<file path="src/rtl/scc_pkg.sv">
package scc_pkg;
  localparam int DW     = 8;
  localparam int NWREG  = 9;
  localparam int NEXTRA = 5;
  localparam int NSRC   = NWREG + NEXTRA;
  localparam int SELW   = $clog2(NSRC);
  localparam int CNT_W  = 5;
  localparam int PCR_IDX = 7;
  localparam int HS_BIT  = DW - 1;

  typedef enum logic [3:0] {
    K_ILL, K_NOP, K_WSET, K_WCLR, K_MRD, K_MWR, K_RD1, K_WR1, K_RDN, K_WRN
  } kind_e;

  typedef struct packed {
    kind_e          kind;
    logic [SELW-1:0] sel;
    logic           hs_skip;
  } dec_t;

  function automatic dec_t decode(input logic [7:0] op);
    dec_t d;
    d.kind = K_ILL;
    d.sel = '0;
    d.hs_skip = 1'b0;
    case (op)
      8'h00: d.kind = K_NOP;
      8'h03: d.kind = K_WSET;
      8'h0C: d.kind = K_WCLR;
      8'h05, 8'h06: d.kind = K_MRD;
      8'h09, 8'h0A: d.kind = K_MWR;
      8'hDF: d.kind = K_RDN;
      8'hEF: d.kind = K_WRN;
      8'h51: begin d.kind = K_RD1; d.sel = SELW'(0);  end
      8'h91: begin d.kind = K_RD1; d.sel = SELW'(1);  end
      8'h52: begin d.kind = K_RD1; d.sel = SELW'(2);  end
      8'h92: begin d.kind = K_RD1; d.sel = SELW'(3);  end
      8'h54: begin d.kind = K_RD1; d.sel = SELW'(4);  end
      8'h94: begin d.kind = K_RD1; d.sel = SELW'(5);  end
      8'h58: begin d.kind = K_RD1; d.sel = SELW'(6);  end
      8'h98: begin d.kind = K_RD1; d.sel = SELW'(7);  end
      8'hD3: begin d.kind = K_RD1; d.sel = SELW'(8);  end
      8'hD5: begin d.kind = K_RD1; d.sel = SELW'(9);  end
      8'hD0: begin d.kind = K_RD1; d.sel = SELW'(10); end
      8'h5C: begin d.kind = K_RD1; d.sel = SELW'(11); end
      8'h9C: begin d.kind = K_RD1; d.sel = SELW'(12); end
      8'hDE: begin d.kind = K_RD1; d.sel = SELW'(13); end
      8'h62: begin d.kind = K_WR1; d.sel = SELW'(0); d.hs_skip = 1'b1; end
      8'hA2: begin d.kind = K_WR1; d.sel = SELW'(1); d.hs_skip = 1'b1; end
      8'h64: begin d.kind = K_WR1; d.sel = SELW'(2); end
      8'hA4: begin d.kind = K_WR1; d.sel = SELW'(3); end
      8'h68: begin d.kind = K_WR1; d.sel = SELW'(4); end
      8'hA8: begin d.kind = K_WR1; d.sel = SELW'(5); end
      8'hE3: begin d.kind = K_WR1; d.sel = SELW'(6); end
      8'hE5: begin d.kind = K_WR1; d.sel = SELW'(7); end
      8'hE0: begin d.kind = K_WR1; d.sel = SELW'(8); end
      default: d.kind = K_ILL;
    endcase
    return d;
  endfunction

  function automatic logic len_ok(input kind_e k, input logic [CNT_W-1:0] n);
    case (k)
      K_NOP:         return n >= CNT_W'(2);
      K_WSET, K_WCLR: return n == CNT_W'(2);
      K_MRD, K_MWR:  return n >= CNT_W'(4);
      K_RD1, K_WR1:  return n == CNT_W'(3);
      K_RDN:         return n == CNT_W'(NSRC + 2);
      K_WRN:         return n == CNT_W'(NWREG + 2);
      default:       return 1'b0;
    endcase
  endfunction

  function automatic logic is_wr(input kind_e k);
    return (k == K_MWR) || (k == K_WR1) || (k == K_WRN);
  endfunction

  function automatic logic is_rd(input kind_e k);
    return (k == K_MRD) || (k == K_RD1) || (k == K_RDN);
  endfunction
endpackage

</file>
<file path="src/rtl/scc_opdecode.sv">
module scc_opdecode
  import scc_pkg::*;
#(
  parameter int W = DW
) (
  input  logic [W-1:0] op,
  output dec_t         dec
);
  always_comb dec = decode(op[7:0]);
endmodule

</file>
<file path="src/rtl/scc_frame.sv">
module scc_frame
  import scc_pkg::*;
#(
  parameter int W  = DW,
  parameter int NW = NWREG,
  parameter int CW = CNT_W
) (
  input  logic               clk,
  input  logic               rst_n,
  input  logic               frame_act,
  input  logic               fire,
  input  logic [W-1:0]       din,
  output logic [W-1:0]       op_q,
  output logic [CW-1:0]      cnt_q,
  output logic [NW-1:0][W-1:0] stage,
  output logic               end_pulse
);
  localparam logic [CW-1:0] CNT_MAX = '1;

  logic act_q;
  logic [CW-1:0] off;

  assign end_pulse = act_q && !frame_act;
  assign off = cnt_q - CW'(2);

  always_ff @(posedge clk or negedge rst_n) begin
    if (!rst_n) begin
      act_q <= 1'b0;
      cnt_q <= '0;
      op_q  <= '0;
    end else begin
      act_q <= frame_act;
      if (!frame_act) begin
        cnt_q <= '0;
      end else if (fire) begin
        if (cnt_q == '0) op_q <= din;
        if (cnt_q != CNT_MAX) cnt_q <= cnt_q + CW'(1);
      end
    end
  end

  for (genvar g = 0; g < NW; g++) begin : g_stage
    always_ff @(posedge clk or negedge rst_n) begin
      if (!rst_n) stage[g] <= '0;
      else if (fire && cnt_q >= CW'(2) && off == CW'(g)) stage[g] <= din;
    end
  end
endmodule

</file>
<file path="src/rtl/scc_regs.sv">
module scc_regs
  import scc_pkg::*;
#(
  parameter int W  = DW,
  parameter int NW = NWREG,
  parameter int CW = CNT_W
) (
  input  logic                 clk,
  input  logic                 rst_n,
  input  logic                 end_pulse,
  input  dec_t                 dec,
  input  logic [W-1:0]         op_q,
  input  logic [CW-1:0]        cnt_q,
  input  logic [NW-1:0][W-1:0] stage,
  output logic [NW-1:0][W-1:0] regs,
  output logic                 wel,
  output logic [W-1:0]         fcr,
  output logic                 wc_req
);
  logic closing, bad, commit, wr, hs, start_wc;

  assign closing  = end_pulse && (cnt_q != '0);
  assign wr       = is_wr(dec.kind);
  assign bad      = (dec.kind == K_ILL) || !len_ok(dec.kind, cnt_q) || (wr && !wel);
  assign commit   = closing && !bad;
  assign hs       = regs[PCR_IDX][HS_BIT];
  assign start_wc = commit && wr && !(hs && dec.hs_skip);

  always_ff @(posedge clk or negedge rst_n) begin
    if (!rst_n) begin
      wel    <= 1'b0;
      fcr    <= '0;
      wc_req <= 1'b0;
    end else begin
      wc_req <= start_wc;
      if (closing && bad) fcr <= op_q;
      if (start_wc) wel <= 1'b0;
      else if (commit && dec.kind == K_WSET) wel <= 1'b1;
      else if (commit && dec.kind == K_WCLR) wel <= 1'b0;
    end
  end

  for (genvar g = 0; g < NW; g++) begin : g_reg
    logic we;
    logic [W-1:0] wd;
    assign we = commit && ((dec.kind == K_WRN) ||
                           (dec.kind == K_WR1 && dec.sel == SELW'(g)));
    assign wd = (dec.kind == K_WRN) ? stage[g] : stage[0];
    always_ff @(posedge clk or negedge rst_n) begin
      if (!rst_n) regs[g] <= '0;
      else if (we) regs[g] <= wd;
    end
  end
endmodule

</file>
<file path="src/rtl/scc_readmux.sv">
module scc_readmux
  import scc_pkg::*;
#(
  parameter int W  = DW,
  parameter int NS = NSRC,
  parameter int CW = CNT_W
) (
  input  logic                 clk,
  input  logic                 rst_n,
  input  logic                 fire,
  input  logic [CW-1:0]        idx,
  input  dec_t                 dec,
  input  logic [NS-1:0][W-1:0] src,
  input  logic                 out_ready,
  output logic                 out_valid,
  output logic [W-1:0]         out_data
);
  logic            emit;
  logic [W-1:0]    nxt;
  logic [CW-1:0]   off;
  logic [SELW-1:0] pos;

  assign off = idx - CW'(2);
  assign pos = off[SELW-1:0];

  always_comb begin
    emit = fire && (idx != '0) && is_rd(dec.kind);
    nxt  = '0;
    if (dec.kind == K_RD1) begin
      if (idx == CW'(2)) nxt = src[dec.sel];
    end else if (dec.kind == K_RDN) begin
      if (idx >= CW'(2) && off < CW'(NS)) nxt = src[pos];
    end
  end

  always_ff @(posedge clk or negedge rst_n) begin
    if (!rst_n) begin
      out_valid <= 1'b0;
      out_data  <= '0;
    end else if (emit) begin
      out_valid <= 1'b1;
      out_data  <= nxt;
    end else if (out_ready) begin
      out_valid <= 1'b0;
    end
  end
endmodule

</file>
<file path="src/rtl/serial_cmd_ctrl.sv">
module serial_cmd_ctrl
  import scc_pkg::*;
(
  input  logic          clk,
  input  logic          rst_n,
  input  logic          frame_act,
  input  logic          in_valid,
  output logic          in_ready,
  input  logic [DW-1:0] in_data,
  output logic          out_valid,
  input  logic          out_ready,
  output logic [DW-1:0] out_data,
  input  logic [DW-1:0] pa_pins,
  input  logic [DW-1:0] pb_pins,
  input  logic [DW-1:0] irq_err_a,
  input  logic [DW-1:0] irq_err_b,
  output logic [DW-1:0] pa_drv,
  output logic [DW-1:0] pa_dir,
  output logic [DW-1:0] pb_drv,
  output logic [DW-1:0] pb_dir,
  output logic          wc_req
);
  logic                     fire, end_pulse, wel_w;
  logic [DW-1:0]            op_q, fcr_w;
  logic [CNT_W-1:0]         cnt_q;
  logic [NWREG-1:0][DW-1:0] stage, regs_w;
  logic [NSRC-1:0][DW-1:0]  src;
  dec_t                     dec;

  assign in_ready = !out_valid;
  assign fire     = in_valid && in_ready && frame_act;

  scc_frame #(.W(DW), .NW(NWREG), .CW(CNT_W)) frame_i (
    .clk(clk), .rst_n(rst_n), .frame_act(frame_act), .fire(fire), .din(in_data),
    .op_q(op_q), .cnt_q(cnt_q), .stage(stage), .end_pulse(end_pulse)
  );

  scc_opdecode #(.W(DW)) dec_i (.op(op_q), .dec(dec));

  scc_regs #(.W(DW), .NW(NWREG), .CW(CNT_W)) regs_i (
    .clk(clk), .rst_n(rst_n), .end_pulse(end_pulse), .dec(dec), .op_q(op_q),
    .cnt_q(cnt_q), .stage(stage), .regs(regs_w), .wel(wel_w), .fcr(fcr_w),
    .wc_req(wc_req)
  );

  assign src[0] = pa_pins;
  assign src[1] = pb_pins;
  for (genvar g = 0; g < NWREG; g++) begin : g_src
    assign src[2+g] = regs_w[g];
  end
  assign src[NWREG+2] = irq_err_a;
  assign src[NWREG+3] = irq_err_b;
  assign src[NWREG+4] = fcr_w;

  scc_readmux #(.W(DW), .NS(NSRC), .CW(CNT_W)) rd_i (
    .clk(clk), .rst_n(rst_n), .fire(fire), .idx(cnt_q), .dec(dec), .src(src),
    .out_ready(out_ready), .out_valid(out_valid), .out_data(out_data)
  );

  assign pa_drv = regs_w[0];
  assign pb_drv = regs_w[1];
  assign pa_dir = regs_w[2];
  assign pb_dir = regs_w[3];
endmodule

</file>
<file path="config.mk">
export PLATFORM = sky130hd
export DESIGN_NAME = serial_cmd_ctrl
export DESIGN_NICKNAME = d
export VERILOG_FILES = /design/src/rtl/scc_pkg.sv /design/src/rtl/scc_opdecode.sv /design/src/rtl/scc_frame.sv /design/src/rtl/scc_regs.sv /design/src/rtl/scc_readmux.sv /design/src/rtl/serial_cmd_ctrl.sv
export SDC_FILE = /design/constraint.sdc
export NUM_CORES = 1
export LEC_CHECK = 0
export ABC_AREA = 1
export BUFFER_PORTS_ARGS = -buffer_cell sky130_fd_sc_hd__buf_2
export CAP_MARGIN = 15
export CORE_ASPECT_RATIO = 1.4
export CORE_MARGIN = 2
export CORE_UTILIZATION = 41
export DETAILED_ROUTE_END_ITERATION = 7
export GPL_ROUTABILITY_DRIVEN = 0
export PLACE_DENSITY_LB_ADDON = 0.1
export SETUP_SLACK_MARGIN = 0.4
export SLEW_MARGIN = 10
export SYNTH_ARGS = -nofsm -noshare
export SYNTH_HDL_FRONTEND = slang
export SYNTH_SLANG_ARGS = --single-unit
</file>
<file path="constraint.sdc">
create_clock -name clk -period 4.8 [get_ports clk]
set_input_delay 0 -clock clk [delete_from_list [all_inputs] [get_ports clk]]
set_output_delay 0 -clock clk [all_outputs]
set_load 0.03 [all_outputs]
</file>
== Word level (Yosys, flattened, before mapping) ==
Index checks and enable logic that the tools add are counted.

* Flip-flop bits (word level): 177
* Latch bits: 0
* Memory bits (writable): 0
* Bits in read-only memories: 0
* Word-level logic and storage cells: 214
* Memories: 0

* $add $sub $neg: 2
* Multipliers: 0
* Divide/modulo/power cells: 0
* $lt $le $gt $ge: 5
* Eq/ne operators: 63
* Shift-type cells: 0
* Muxes and demuxes: 28
* Bitwise operators: 0
* Reduce and logical (&&, ||, !) cells: 90

{| class="wikitable"
|+ Operators by type and width
! cell !! number
|-
| $eq A8 B8 Y1 const B || 17
|-
| $mux W8 || 14
|-
| $bmux W8 S4 || 2
|-
| $eq A8 B7 Y1 const B || 8
|-
| $pmux W4 S13 || 1
|-
| $logic_and A1 B1 Y1 || 43
|-
| $pmux W4 S9 || 1
|-
| $eq A4 B3 Y1 const B || 8
|-
| $reduce_or A2 Y1 || 14
|-
| $eq A8 B4 Y1 const B || 3
|-
| $eq A5 B2 Y1 const B || 4
|-
| $eq A5 B3 Y1 const B || 4
|-
| $eq A4 B2 Y1 const B || 4
|-
| $eq A8 B3 Y1 const B || 2
|-
| $logic_or A1 B1 Y1 || 15
|-
| $mux W5 || 3
|-
| $reduce_or A14 Y1 || 1
|-
| $eq A4 B4 Y1 const B || 3
|-
| $eq A5 B4 Y1 const B || 2
|-
| $logic_not A5 Y1 || 2
|-
| $lt A4 B5 Y1 const B || 2
|-
| $reduce_or A9 Y1 || 1
|-
| $eq A4 B1 Y1 const B || 2
|-
| $eq A8 B2 Y1 const B || 1
|-
| other kinds (19) || 31
|}

== Logic depth before layout (Yosys ltp) ==
Gate-level depths: netlist of run 1.

* Word-level depth: 15
* Mapped depth: 17

== Cells and area by module ==
Synthesis of run 1 repeated with hierarchy kept, for this count alone.

* Cell total of the unflattened synthesis: 1747
* Area total of the unflattened synthesis: 11892.7 um2

{| class="wikitable"
|+ By module, submodules not included
! module !! times used !! cells each !! area an instance (um2) !! seq. area each (um2)
|-
| scc_regs || 1 || 583 || 4713.3 || 2052.0
|-
| scc_frame || 1 || 419 || 3716.1 || 2152.1
|-
| scc_readmux || 1 || 630 || 2960.3 || 225.2
|-
| scc_opdecode || 1 || 112 || 489.2 || 0.0
|-
| serial_cmd_ctrl || 1 || 3 || 13.8 || 0.0
|}

== Least setup slack after synthesis of run 1 ==
No wires, ideal clock.

* Path kind: register to register
* Start point: register frame_i.cnt_q[1]
* End point: register frame_i.stage[45] in the netlist's numbering
* Library setup time: 131 ps
* Arrival time: 2500 ps
* Path slack: 2169 ps
* Stages on the path, launching flop included: 11
* Period minus slack after synthesis: 2631 ps
* Path through: dfrtp_1 -> clkbuf_1 -> clkinv_1 -> clkbuf_1 -> ha_1 -> clkbuf_1 -> nor3_1 -> nand3_1 -> clkbuf_1 -> nand2_1 -> o21ai_0

* Word-level cells in the longest chain between the ends: 3

{| class="wikitable"
|+ Ends and longest elaborated chain
! what !! RTL line !! RTL
|-
| from (decl) || scc_frame.sv:14 || <nowiki>output logic [CW-1:0] cnt_q,</nowiki>
|-
| from (signal assigned) || scc_frame.sv:37 || <nowiki>if (cnt_q != CNT_MAX) cnt_q <= cnt_q + CW'(1);</nowiki>
|-
| $sub A5 B2 Y5 / $ge A5 B2 Y1 (equally long branches) || scc_frame.sv:24, scc_frame.sv:45 ||
|-
| $eq A5 B3 Y1 / $logic_and A1 B1 Y1 (equally long branches) || scc_frame.sv:45 || <nowiki>else if (fire && cnt_q >= CW'(2) && off == CW'(g)) stage[g] <= din;</nowiki>
|-
| $logic_and A1 B1 Y1 (*) || scc_frame.sv:45 ||
|-
| to (signal, indexed assignment) || scc_frame.sv:45 ||
|-
| to (decl) || scc_frame.sv:15 || <nowiki>output logic [NW-1:0][W-1:0] stage,</nowiki>
|}

Mark *: on every way between the ends. The rest lies on a longest branch, timed or not.
A chain may end at the register's enable or synchronous reset.

== Worst setup path after layout of run 1 ==
* Start point: register frame_i.op_q[3]
* End point: register rd_i.out_data[7]

* Word-level cells in the longest chain between the ends: 7

{| class="wikitable"
|+ Ends and longest elaborated chain
! what !! RTL line !! RTL
|-
| from (decl) || scc_frame.sv:13 || <nowiki>output logic [W-1:0] op_q,</nowiki>
|-
| from (signal assigned) || scc_frame.sv:36 || <nowiki>if (cnt_q == '0) op_q <= din;</nowiki>
|-
| $eq A8 B8 Y1, or another cell as far along || scc_pkg.sv:26 || <nowiki>case (op)</nowiki>
|-
| $reduce_or A2 Y1 (no source line), or another cell as far along || -- ||
|-
| $pmux W4 S13 / $pmux W4 S9 (equally long branches) || scc_pkg.sv:26 ||
|-
| $bmux W8 S4, or another cell as far along || scc_readmux.sv:30 || <nowiki>if (idx == CW'(2)) nxt = src[dec.sel];</nowiki>
|-
| $mux W8 (not written as such) / $logic_or A1 B1 Y1 (equally long branches) || scc_readmux.sv:30, scc_pkg.sv:79 ||
|-
| $mux W8 / $logic_or A1 B1 Y1 (equally long branches) || scc_readmux.sv:30, scc_pkg.sv:79 ||
|-
| $mux W8 / $logic_and A1 B1 Y1 (equally long branches) || scc_readmux.sv:29, scc_readmux.sv:27 ||
|-
| to (signal assigned) || scc_readmux.sv:42 || <nowiki>out_data <= nxt;</nowiki>
|-
| to (decl) || scc_readmux.sv:16 || <nowiki>output logic [W-1:0] out_data</nowiki>
|}

Several ways; a longest one is shown, not always the timed one. The select of a mux whose other input is x is not followed.

==> results of run 1 <==
-- cell type report --
type                            instances  area [um^2]  area share, %
Multi-Input combinational cell       1166         5180           44.3
Clock inverter                         13          175           1.50
Clock buffer                           19          443           3.79
Timing Repair Buffer                  112          657           5.62
Tap cell                              319          399           3.41
Inverter                              107          402           3.44
Sequential cell                       177         4430           37.9
-- kinds of logic after synthesis --
group	after synthesis	share of synthesized area (%)
and+or+nand+nor	894	34.9
AOI/OAI and AO/OA	261	13.3
buffers and inverters	193	8.26
DFF	177	42.3
adders and majority gates	9	1.07
xor gates and xnor gates	2	0.167
-- stage by stage --
stage / setup WS (ns) / util [%] / std cells / hold WS (ns) / power, mW
final: 0.969 / 46.2 / 1913 / 0.0702 / 4.48
after CTS: 1.08 / 46.2 / 1913 / 0.0497 / 4.48
after detailed placement: 1.09 / 43.3 / 1870 / 0.184 / 2.99
after floorplan: 2.17 / - / 1536 / -0.296 / 2.55
after global routing: 0.753 / 46.2 / 1913 / 0.114 / 4.70
after global placement: 1.09 / 43.3 / 1870 / 0.176 / 2.99
-- cells in the final DEF, fill, tap and decap left out, drive strengths merged, types with 12 or more instances in the layout --
cell    count
inv       109
dfrtp     177
nor2      163
nor3       12
a21oi      68
nand3     141
o21ai     164
nand2     564
buf       101
clkbuf     19
-- worst min path at each step --
stage | startpoint | to
after floorplan | rst_n | frame_i.act_q
after global placement | rst_n | rd_i.out_valid
after detailed placement | out_ready | rd_i.out_valid
after CTS | pb_pins[4] | rd_i.out_data[4]
after global routing | pb_pins[4] | rd_i.out_data[4]
final | pb_pins[4] | rd_i.out_data[4]
-- worst max-delay path: stages (launching register included) --
cell and delay (ns):
dfrtp_1 0.41, inv_1 0.19, nand2_1 0.15, nor2_1 0.39, nand2_1 0.25, nand2_1 0.26, nor2_1 0.13, nand3_1 0.45
nand2_1 0.45, inv_1 0.35, nand2_1 0.08, nand3_1 0.07, nor2_1 0.06, nor2_1 0.24, nor2_1 0.09, nor2_1 0.10
nor2_1 0.04
-- where the power goes --
group / internal [mW] / switching (mW)
logic: 0.348 / 0.922
clock network: 0.844 / 0.643
registers: 1.61 / 0.115
total: 2.81 / 1.68
-- registers in the layout, indices dropped and copies added, names as in the netlist --
register,count
frame_i.cnt_q,5
frame_i.op_q,8
frame_i.act_q,1
regs_i.wel,1
rd_i.out_valid,1
rd_i.out_data,8
regs_i.wc_req,1
regs_i.regs,72
frame_i.stage,72
regs_i.fcr,8
-- metal layers --
| layer | GRT usage [%] | part of all wire [%] | vias up |
|---|---|---|---|
| li1 | - | - | 5026 |
| met1 | 38.5 | 42 | 4985 |
| met2 | 48.9 | 47 | 403 |
| met3 | 3.33 | 5.4 | 91 |
| met4 | 15.7 | 5.3 | 0 |
| met5 | 0 | 0 | - |
-- what timing repair did --
action,4_1_cts,5_1_grt
setup buffers,0,0
endpoints found under the hold margin,113,0
hold buffers,11,0
-- synth_stat cells --
cell / count
a211oi_1: 1
a21oi_1: 68
a221oi_1: 5
a31oi_1: 2
buf_1: 2
buf_2: 11
buf_4: 32
buf_6: 1
clkbuf_1: 40
clkinv_1: 3
dfrtp_1: 177
ha_1: 9
inv_1: 100
inv_2: 4
nand2_1: 555
nand2_2: 9
nand3_1: 140
nand3_2: 1
nand3b_1: 8
nand4_1: 3
nor2_1: 159
nor2_2: 2
nor2_4: 2
nor3_1: 10
nor3_4: 2
nor4_1: 2
o2111ai_1: 1
o211ai_1: 9
o21a_1: 1
o21ai_0: 161
o21ai_1: 2
o21ai_2: 1
o21bai_1: 2
o221ai_1: 5
o22ai_1: 2
o31ai_1: 1
or2_2: 1
xnor2_1: 1
xor2_1: 1
==> out/metrics.csv, run 1 <==
metric;value;unit
Slew Viols, Final;0;
worst-margin pin slew;1.04;ns
period utilization;79.8;%
placement-stage cell area;0.0110;mm^2
Die Y;193;um
Layout Skew;0.0139;ns
number of cell rows;69;
crit path capture;rd_i.out_data[7];
Avg WL per Cell;20.5;um
drt drc;0;
Max Freq;0.261;GHz
R2R Path Start;frame_i.op_q[3];
hpwl dp;29.3;mm
Starting Density;41.4;%
fill count;2722;
drt pass-1 iters;6;
first-pass GRT wire length;60.5;mm
via count;10500;
WS Path Type;flip-flop to flip-flop;
Starting DRT DRC Count;1084;
hold path depth;5;
Final nets;1635;
H-tree lvl count;4;
Worst slew margin;30.8;%
Area Overhead vs Synth;11.5;%
Sink Count;177;
dominant cell type by area after synthesis;dfrtp_1;
final hold viol count;0;
crit path max fanout;12;
Gates resized, CTS repair;0;
synth top area cells;dfrtp_1 42%, nand2_1 20%, o21ai_0 7.7%;
width of the die;139;um
min cycle time layout;3.83;ns
Pleak;6.27;nW
Syn Nets;1590;
VDD IR max;0.000265;V
Congestion Overflow GR;0;
Mapped Avg Cell Area;6.82;um^2
GRT Util Overall;29.6;%
Core Area;0.0253;mm^2
Worst R2R Setup Slack;0.97;ns
worst path arrival time;4.17;ns
flops & latches, synth;177;
Crit. End Element;flip-flop;
input/output buffers;87;
RR Endpoint;rd_i.out_data[7];
DRT Wirelength;39.2;mm
Setup crit start;frame_i.op_q[3];
Seq/Total Area, Yosys;42.3;%
Pwr per Cell Area;384;mW/mm^2
proportion of layout cells with a drive suffix above 1;9.72;%
Cells after Synth;1536;
vias per std cell;5.49;
Final setup viols;0;
MaxCap Viol Count;0;
RSZ-0062 raised after global routing;false;
Setup TNS;0;ns
pin count of the biggest net entering global routing;101;
DIE AREA;0.0269;mm^2
outcome;completed;
number of I/O pins;88;
final instance area;0.0117;mm^2
CP required;5.14;ns
HP Class;input pin to flip-flop;
synthesized area;0.0105;mm^2
FF-to-FF path depth;16;
antenna violations before repair;0;
ANT cells;0;
top cell type's share of synthesized area;42.3;%
post-synth cell types;39;
CTS Root Cell;clkbuf_16;
vias in the first global route;10100;
ANT nets after route;0;
Clock Path Buffers;2;
clk_lat worst skew;0.45;ns
TritonCTS clock tree;done;
CP startpoint kind;flip-flop;
Yosys warnings;0;
total CTS buffers;17;
Clock Pin Slew Worst Setup and Hold Paths;0.07;ns
Note: power is estimated with default switching activity, not from simulation.
==> run 2, diff against run 1 <==
--- a/config.mk
+++ b/config.mk
@@ -5,7 +5,7 @@
 export SDC_FILE = /design/constraint.sdc
 export NUM_CORES = 1
 export LEC_CHECK = 0
-export ABC_AREA = 1
+export ABC_AREA = 0
 export BUFFER_PORTS_ARGS = -buffer_cell sky130_fd_sc_hd__buf_2
 export CAP_MARGIN = 15
 export CORE_ASPECT_RATIO = 1.4
==> constraint.sdc (replaced) <==
create_clock -name clk -period 3.4 [get_ports clk]
set_input_delay 0 -clock clk [delete_from_list [all_inputs] [get_ports clk]]
set_output_delay 0 -clock clk [all_outputs]
set_load 0.03 [all_outputs]
==> run 2 against run 1 <==
Combinational power increased by 48%. Global-route usage decreased by 0.44 points. Highest routed layer unchanged. Worst hold slack got worse by 0.045 ns. Clock power increased by 26%. Maximum frequency increased by 21%. Clock-buffer cell count decreased by 2. Largest power group unchanged. Register-to-register slack got worse by 0.73 ns. Worst setup slack got worse by 0.73 ns. Critical path depth decreased by 7.
==> out/metrics.csv, run 2 <==
metric;value;unit;change
Register Area;0.00444;mm^2;was 0.00443 mm^2
number of cell rows;70;;was 69
Final nets;1200;;was 1635
vias per std cell;6.22;;was 5.49
CP startpoint kind;flip-flop;;unchanged
final instance area;0.0131;mm^2;was 0.0117 mm^2
Pwr per Cell Area;465;mW/mm^2;was 384 mW/mm^2
EDFF count, synth;0;;unchanged
synth top area cells;dfrtp_1 41%, mux2_2 9.3%, mux4_2 5.6%;;was dfrtp_1 42%, nand2_1 20%, o21ai_0 7.7%
width of the die;141;um;was 139 um
pin count of the biggest net entering global routing;84;;was 101
antenna violations before repair;0;;unchanged
total CTS buffers;17;;unchanged
placement-stage cell area;0.0118;mm^2;was 0.0110 mm^2
Pleak;6.11;nW;was 6.27 nW
proportion of layout cells with a drive suffix above 1;38.6;%;was 9.72%
Final setup viols;0;;unchanged
Synth async-reset ratio;100;%;unchanged
crit path max fanout;8;;was 12
drt pass-1 iters;5;;was 6
Crit. End Element;flip-flop;;unchanged
CP required;3.73;ns;was 5.14 ns
period utilization;92.9;%;was 79.8%
Worst slew margin;48.6;%;was 30.8%
first-pass GRT wire length;59.1;mm;was 60.5 mm
hpwl dp;28.5;mm;was 29.3 mm
Layout Skew;0.0112;ns;was 0.0139 ns
fill count;2395;;was 2722
Starting Density;41.6;%;was 41.4%
count leader, synth;dfrtp_1;;was nand2_1
outcome;completed;;unchanged
synthesized area;0.0108;mm^2;was 0.0105 mm^2
Seq/Total Area, Yosys;40.9;%;was 42.3%
most common cell after layout, fill and taps aside;dfrtp_1;;was nand2_1
Yosys warnings;0;;unchanged
WS Path Type;flip-flop to flip-flop;;unchanged
drt drc;0;;unchanged
final non-filler cell total;1483;;was 1913
Sink Count;177;;unchanged
DIE AREA;0.0277;mm^2;was 0.0269 mm^2
clk_lat worst skew;0.45;ns;about the same
biggest regs;frame_i.stage x72, regs_i.regs x72;;unchanged
Area Overhead vs Synth;21.3;%;was 11.5%
flops & latches, synth;177;;unchanged
hold slack;0.0248;ns;was 0.0702 ns
Clock Path Buffers;2;;unchanged
worst-margin pin slew;0.770;ns;was 1.04 ns
Congestion Overflow GR;0;;unchanged
Cells after Synth;1019;;was 1536
Post-synth top flop;dfrtp_1;;unchanged
input/output buffers;87;;unchanged
ANT cells;0;;unchanged
min cycle time layout;3.16;ns;was 3.83 ns
VDD IR max;0.000356;V;was 0.000265 V
Slew Viols, Final;0;;unchanged
dpl cells;1399;;was 1870
via count;9223;;was 10500
multi-input gate area in the final layout;0.00597;mm^2;was 0.00518 mm^2
TritonCTS clock tree;done;;unchanged
GRT Util Overall;29.2;%;was 29.6%
H-tree lvl count;4;;unchanged
crit-path max cell delay;0.54;ns;was 0.45 ns
Mapped Avg Cell Area;10.6;um^2;was 6.82 um^2
Max Freq;0.317;GHz;was 0.261 GHz
DRT Wirelength;40.1;mm;was 39.2 mm
number of I/O pins;88;;unchanged
most frequent cells in the layout;168 x dfrtp_1, 100 x buf_4, 88 x mux2_2;;was 555 x nand2_1, 177 x dfrtp_1, 161 x o21ai_0
Avg WL per Cell;27.0;um;was 20.5 um
Clock Pin Slew Worst Setup and Hold Paths;0.07;ns;about the same
HP Class;input pin to flip-flop;;unchanged
ANT nets after route;0;;unchanged
vias in the first global route;9122;;was 10100
commonest cells in the netlist;177 x dfrtp_1, 89 x mux2_2, 83 x nand2_1;;was 555 x nand2_1, 177 x dfrtp_1, 161 x o21ai_0
Starting DRT DRC Count;783;;was 1084
Slowest-stage cell, CP;or4_4;;was nand3_1
top cell type's share of synthesized area;40.9;%;was 42.3%
final hold viol count;0;;unchanged
dominant cell type by area after synthesis;dfrtp_1;;unchanged
Syn Nets;1073;;was 1590
post-synth cell types;81;;was 39
Core Area;0.0260;mm^2;was 0.0253 mm^2
Setup TNS;0;ns;unchanged
RSZ-0062 raised after global routing;true;;was false
worst path arrival time;3.49;ns;was 4.17 ns
MaxCap Viol Count;0;;unchanged
Die Y;196;um;was 193 um
cell chain of the critical path;buf_6 > or3_4 > and3_4 > o21bai_1 > o211ai_1 > o31a_1 > o211a_4 > or4_4 > mux2_4;;was inv_1 > nand2_1 > nor2_1 > nand2_1 > nand2_1 > nor2_1 > nand3_1 > nand2_1 > inv_1 > nand2_1 > nand3_1 > nor2_1 > nor2_1 > nor2_1 > nor2_1 > nor2_1
CTS Root Cell;clkbuf_16;;unchanged
[run 2: path summary, 6_finish.rpt]
kind	slack, ns	to	from	cells past startpoint
hold / removal	0.02	rd_i.out_data[7]	pa_pins[7]	5
min in group asynchronous	0.15	frame_i.cnt_q[1]	rst_n	2
hold reg to reg	0.51	frame_i.stage[54]	frame_i.stage[54]	1
setup reg to reg	0.24	regs_i.regs[0]	frame_i.op_q[7]	9
max in group asynchronous	2.21	frame_i.op_q[7]	rst_n	3
setup / recovery	0.24	regs_i.regs[0]	frame_i.op_q[7]	9
[run 2: cells by family (layout without fill, tap and decap cells)]
| group | after synthesis | count (layout) | synth area share (%) |
|---|---|---|---|
| compound gates | 254 | 254 | 17.2 |
| simple gates | 248 | 248 | 12.5 |
| flops | 177 | 177 | 40.9 |
| mux | 176 | 176 | 20.8 |
| buf+inv | 142 | 282 | 6.43 |
| xor+xnor | 13 | 13 | 1.05 |
| fa+ha+maj | 9 | 9 | 1.04 |
[run 2: worst max-delay path, delay by kind of cell, from the launching register on]
kind	cells	cell delay [ns]
buffers and inverters	1	0.14
AOI/OAI and AO/OA	4	1.02
and+or+nand+nor	3	1.07
muxes	1	0.34
DFF	1	0.47
[run 2: cell type report]
cell class | count | area share, %
clock buffer | 17 | 3.24
clock inverter | 15 | 0.991
inverter | 31 | 0.886
multi-input combinational | 700 | 45.5
sequential | 177 | 33.8
tap | 324 | 3.09
timing repair buffer | 219 | 12.5
[run 2: layer usage]
metal | vias up | part of all wire (%) | global-route usage [%]
met5 | - | 0 | 0
met4 | 0 | 4.4 | 13.3
met1 | 4691 | 41 | 37.7
li1 | 4058 | - | -
met2 | 378 | 48 | 48.0
met3 | 96 | 6.0 | 4.76
[run 2: per-stage QoR]
step | utilization (%) | power, mW | setup WS [ns]
5_1_grt | 50.5 | 6.35 | 0.162
2_1_floorplan | - | 3.28 | 0.283
3_3_place_gp | 45.3 | 3.89 | 0.156
3_5_place_dp | 45.3 | 3.88 | 0.139
4_1_cts | 49.3 | 5.98 | 0.310
6_report | 50.5 | 6.11 | 0.243
[run 2: repair_timing]
action                                  4_1_cts  5_1_grt
buffers inserted                             24       20
gates resized for setup                      56       23
hold buffers                                  6        0
cloned                                        1        1
endpoints found under the setup margin       85       89
pin swaps                                    16       11
endpoints found under the hold margin        90        0
[run 2: power breakdown]
part	switching [mW]	internal, mW	total, mW	leakage (nW)
Sequential	0.143	2.20	2.35	2.30
Combinational	1.02	0.861	1.88	3.54
Clock	0.923	0.955	1.88	0.265
Total	2.09	4.02	6.11	6.11
==> run 3, diff against run 2 <==
==> constraint.sdc (replaced) <==
create_clock -name clk -period 2.8 [get_ports clk]
set_input_delay 0 -clock clk [delete_from_list [all_inputs] [get_ports clk]]
set_output_delay 0 -clock clk [all_outputs]
set_load 0.03 [all_outputs]
==> run 3 against run 2 <==
The flow now finishes with violations (negative setup slack). Register-to-register slack got worse by 0.54 ns. Core utilization increased by 4.4 points. Cell count increased by 5.5%. Critical path depth increased by 2. Largest cell class unchanged. First-iteration DRC count decreased by 17%. Global-route usage increased by 0.66 points. Critical path type unchanged.
==> out/metrics.csv, run 3 (synthesized netlist as in run 2, its figures left out) <==
metric;value;unit;change
Clk pwr share;29.7;%;was 30.8%
Max Freq;0.323;GHz;was 0.317 GHz
via count;9643;;was 9223
clk_lat worst skew;0.45;ns;about the same
HP Class;input pin to flip-flop;;unchanged
CP startpoint kind;flip-flop;;unchanged
worst path arrival time;3.43;ns;was 3.49 ns
VDD IR max;0.000463;V;was 0.000356 V
CTS Root Cell;clkbuf_16;;unchanged
final non-filler cell total;1564;;was 1483
Avg WL per Cell;26.8;um;was 27.0 um
vias in the first global route;9556;;was 9122
WS Path Type;flip-flop to flip-flop;;unchanged
number of cell rows;70;;unchanged
hold slack;0.0152;ns;was 0.0248 ns
Layout Skew;0.0154;ns;was 0.0112 ns
most frequent cells in the layout;168 x dfrtp_1, 165 x buf_4, 86 x buf_2;;was 168 x dfrtp_1, 100 x buf_4, 88 x mux2_2
Starting Density;41.6;%;unchanged
Worst slew margin;51.4;%;was 48.6%
Final Power;7.91;mW;was 6.11 mW
pin count of the biggest net entering global routing;63;;was 84
fill count;2311;;was 2395
setup ws final;-0.292;ns;was 0.243 ns
HP Start;in_data[6];;was pa_pins[7]
dpl ws;-0.537;ns;was 0.139 ns
Combinational Power Share;34.6;%;was 30.8%
outcome;complete, but fails checks;;was completed
Area Overhead vs Synth;32.0;%;was 21.3%
min cycle time layout;3.09;ns;was 3.16 ns
worst-margin pin slew;0.729;ns;was 0.770 ns
most common cell after layout, fill and taps aside;dfrtp_1;;unchanged
violated checks;negative setup slack;;
Flop pwr share;35.7;%;was 38.4%
drt pass-1 iters;5;;unchanged
Congestion Overflow GR;0;;unchanged
Setup crit start;frame_i.op_q[1];;was frame_i.op_q[7]
multi-input gate area in the final layout;0.00635;mm^2;was 0.00597 mm^2
Internal Pwr Total;5.33;mW;was 4.02 mW
Clock Path Buffers;2;;unchanged
number of I/O pins;88;;unchanged
final instance area;0.0143;mm^2;was 0.0131 mm^2
proportion of layout cells with a drive suffix above 1;46.2;%;was 38.6%
Die Y;196;um;unchanged
dpl cells;1484;;was 1399
period utilization;110;%;was 92.9%
drt drc;0;;unchanged
Final nets;1281;;was 1200
Register Area;0.00444;mm^2;unchanged
crit path max fanout;11;;was 8
Crit. End Element;flip-flop;;unchanged
Sink Count;177;;unchanged
RSZ-0062 raised after global routing;true;;unchanged
Clock Pin Slew Worst Setup and Hold Paths;0.07;ns;about the same
input/output buffers;87;;unchanged
Slew Viols, Final;0;;unchanged
switching power;2.58;mW;was 2.09 mW
Pleak;6.71;nW;was 6.11 nW
Core Area;0.0260;mm^2;unchanged
vias per std cell;6.17;;was 6.22
DRT Wirelength;41.9;mm;was 40.1 mm
first-pass GRT wire length;60.7;mm;was 59.1 mm
H-tree lvl count;4;;unchanged
GRT Util Overall;29.8;%;was 29.2%
Sw Share;32.6;%;was 34.2%
DIE AREA;0.0277;mm^2;unchanged
MaxCap Viol Count;0;;unchanged
R2R Path Start;frame_i.op_q[1];;was frame_i.op_q[7]
CP required;3.13;ns;was 3.73 ns
Finished Core Util;54.9;%;was 50.5%
TritonCTS clock tree;done;;unchanged
placement-stage cell area;0.0125;mm^2;was 0.0118 mm^2
hpwl dp;29.7;mm;was 28.5 mm
antenna violations before repair;0;;unchanged
Setup TNS;-18.41;ns;was 0 ns
biggest regs;frame_i.stage x72, regs_i.regs x72;;unchanged
width of the die;141;um;unchanged
Final setup viols;90;;was 0
Pwr per Cell Area;554;mW/mm^2;was 465 mW/mm^2
final hold viol count;0;;unchanged
ANT nets after route;0;;unchanged
total CTS buffers;17;;unchanged
Starting DRT DRC Count;653;;was 783
run 3: area by class of cell:
cell class              instances  share of cell area (%)
well taps                     324                    2.84
diodes                          1                  0.0175
clock buffers                  25                    3.47
repair buffers                299                    16.8
clock inverters                 6                   0.508
multi-input cells             701                    44.5
inverters                      31                   0.815
flip-flops and latches        177                    31.1
run 3: repair_timing:
| action | in CTS | in global routing |
|---|---|---|
| hold endpoints to repair | 68 | 0 |
| setup endpoints to repair | 138 | 147 |
| hold buffers | 5 | 0 |
| gates resized for setup | 69 | 79 |
| buffers inserted | 16 | 22 |
| pin swaps | 20 | 22 |
| cloned | 1 | 4 |
run 3: critical path: stages (launching register included):
cell     delay, ns
dfrtp_2       0.46
buf_4         0.20
or4b_4        0.56
buf_4         0.18
or3_1         0.33
nand4_1       0.12
buf_4         0.13
buf_12        0.13
mux4_2        0.29
and2_1        0.17
a211o_1       0.26
a21o_1        0.15
run 3: power groups by stage:
stage               sequential (mW)  combinational [mW]  clock [mW]
floorplan                      2.79                1.25           0
global placement               2.87                2.26           0
finish                         2.82                2.74        2.35
global route                   2.84                2.91        2.48
CTS                            2.83                2.50        2.38
detailed placement             2.87                2.26           0
run 3: worst paths after layout:
check                               endpoint  slack, ns  cells after the start
max                         rd_i.out_data[6]      -0.29                     11
min                          frame_i.op_q[6]       0.02                      3
max reg2reg                 rd_i.out_data[6]      -0.29                     11
min reg2reg                frame_i.stage[70]       0.51                      1
max in group asynchronous    regs_i.regs[20]       1.81                      3
min in group asynchronous   frame_i.cnt_q[2]       0.08                      2
run 3: per-layer routing:
layer  GRT usage (%)  part of all wire [%]  wire length (um)  vias up
li1                -                     -                 -     4228
met1            37.9                    40             16900     4876
met2            49.1                    48             20200      405
met3            4.91                   6.0              2520      134
met4            15.0                   5.5              2300        0
met5               0                     0                 0        -
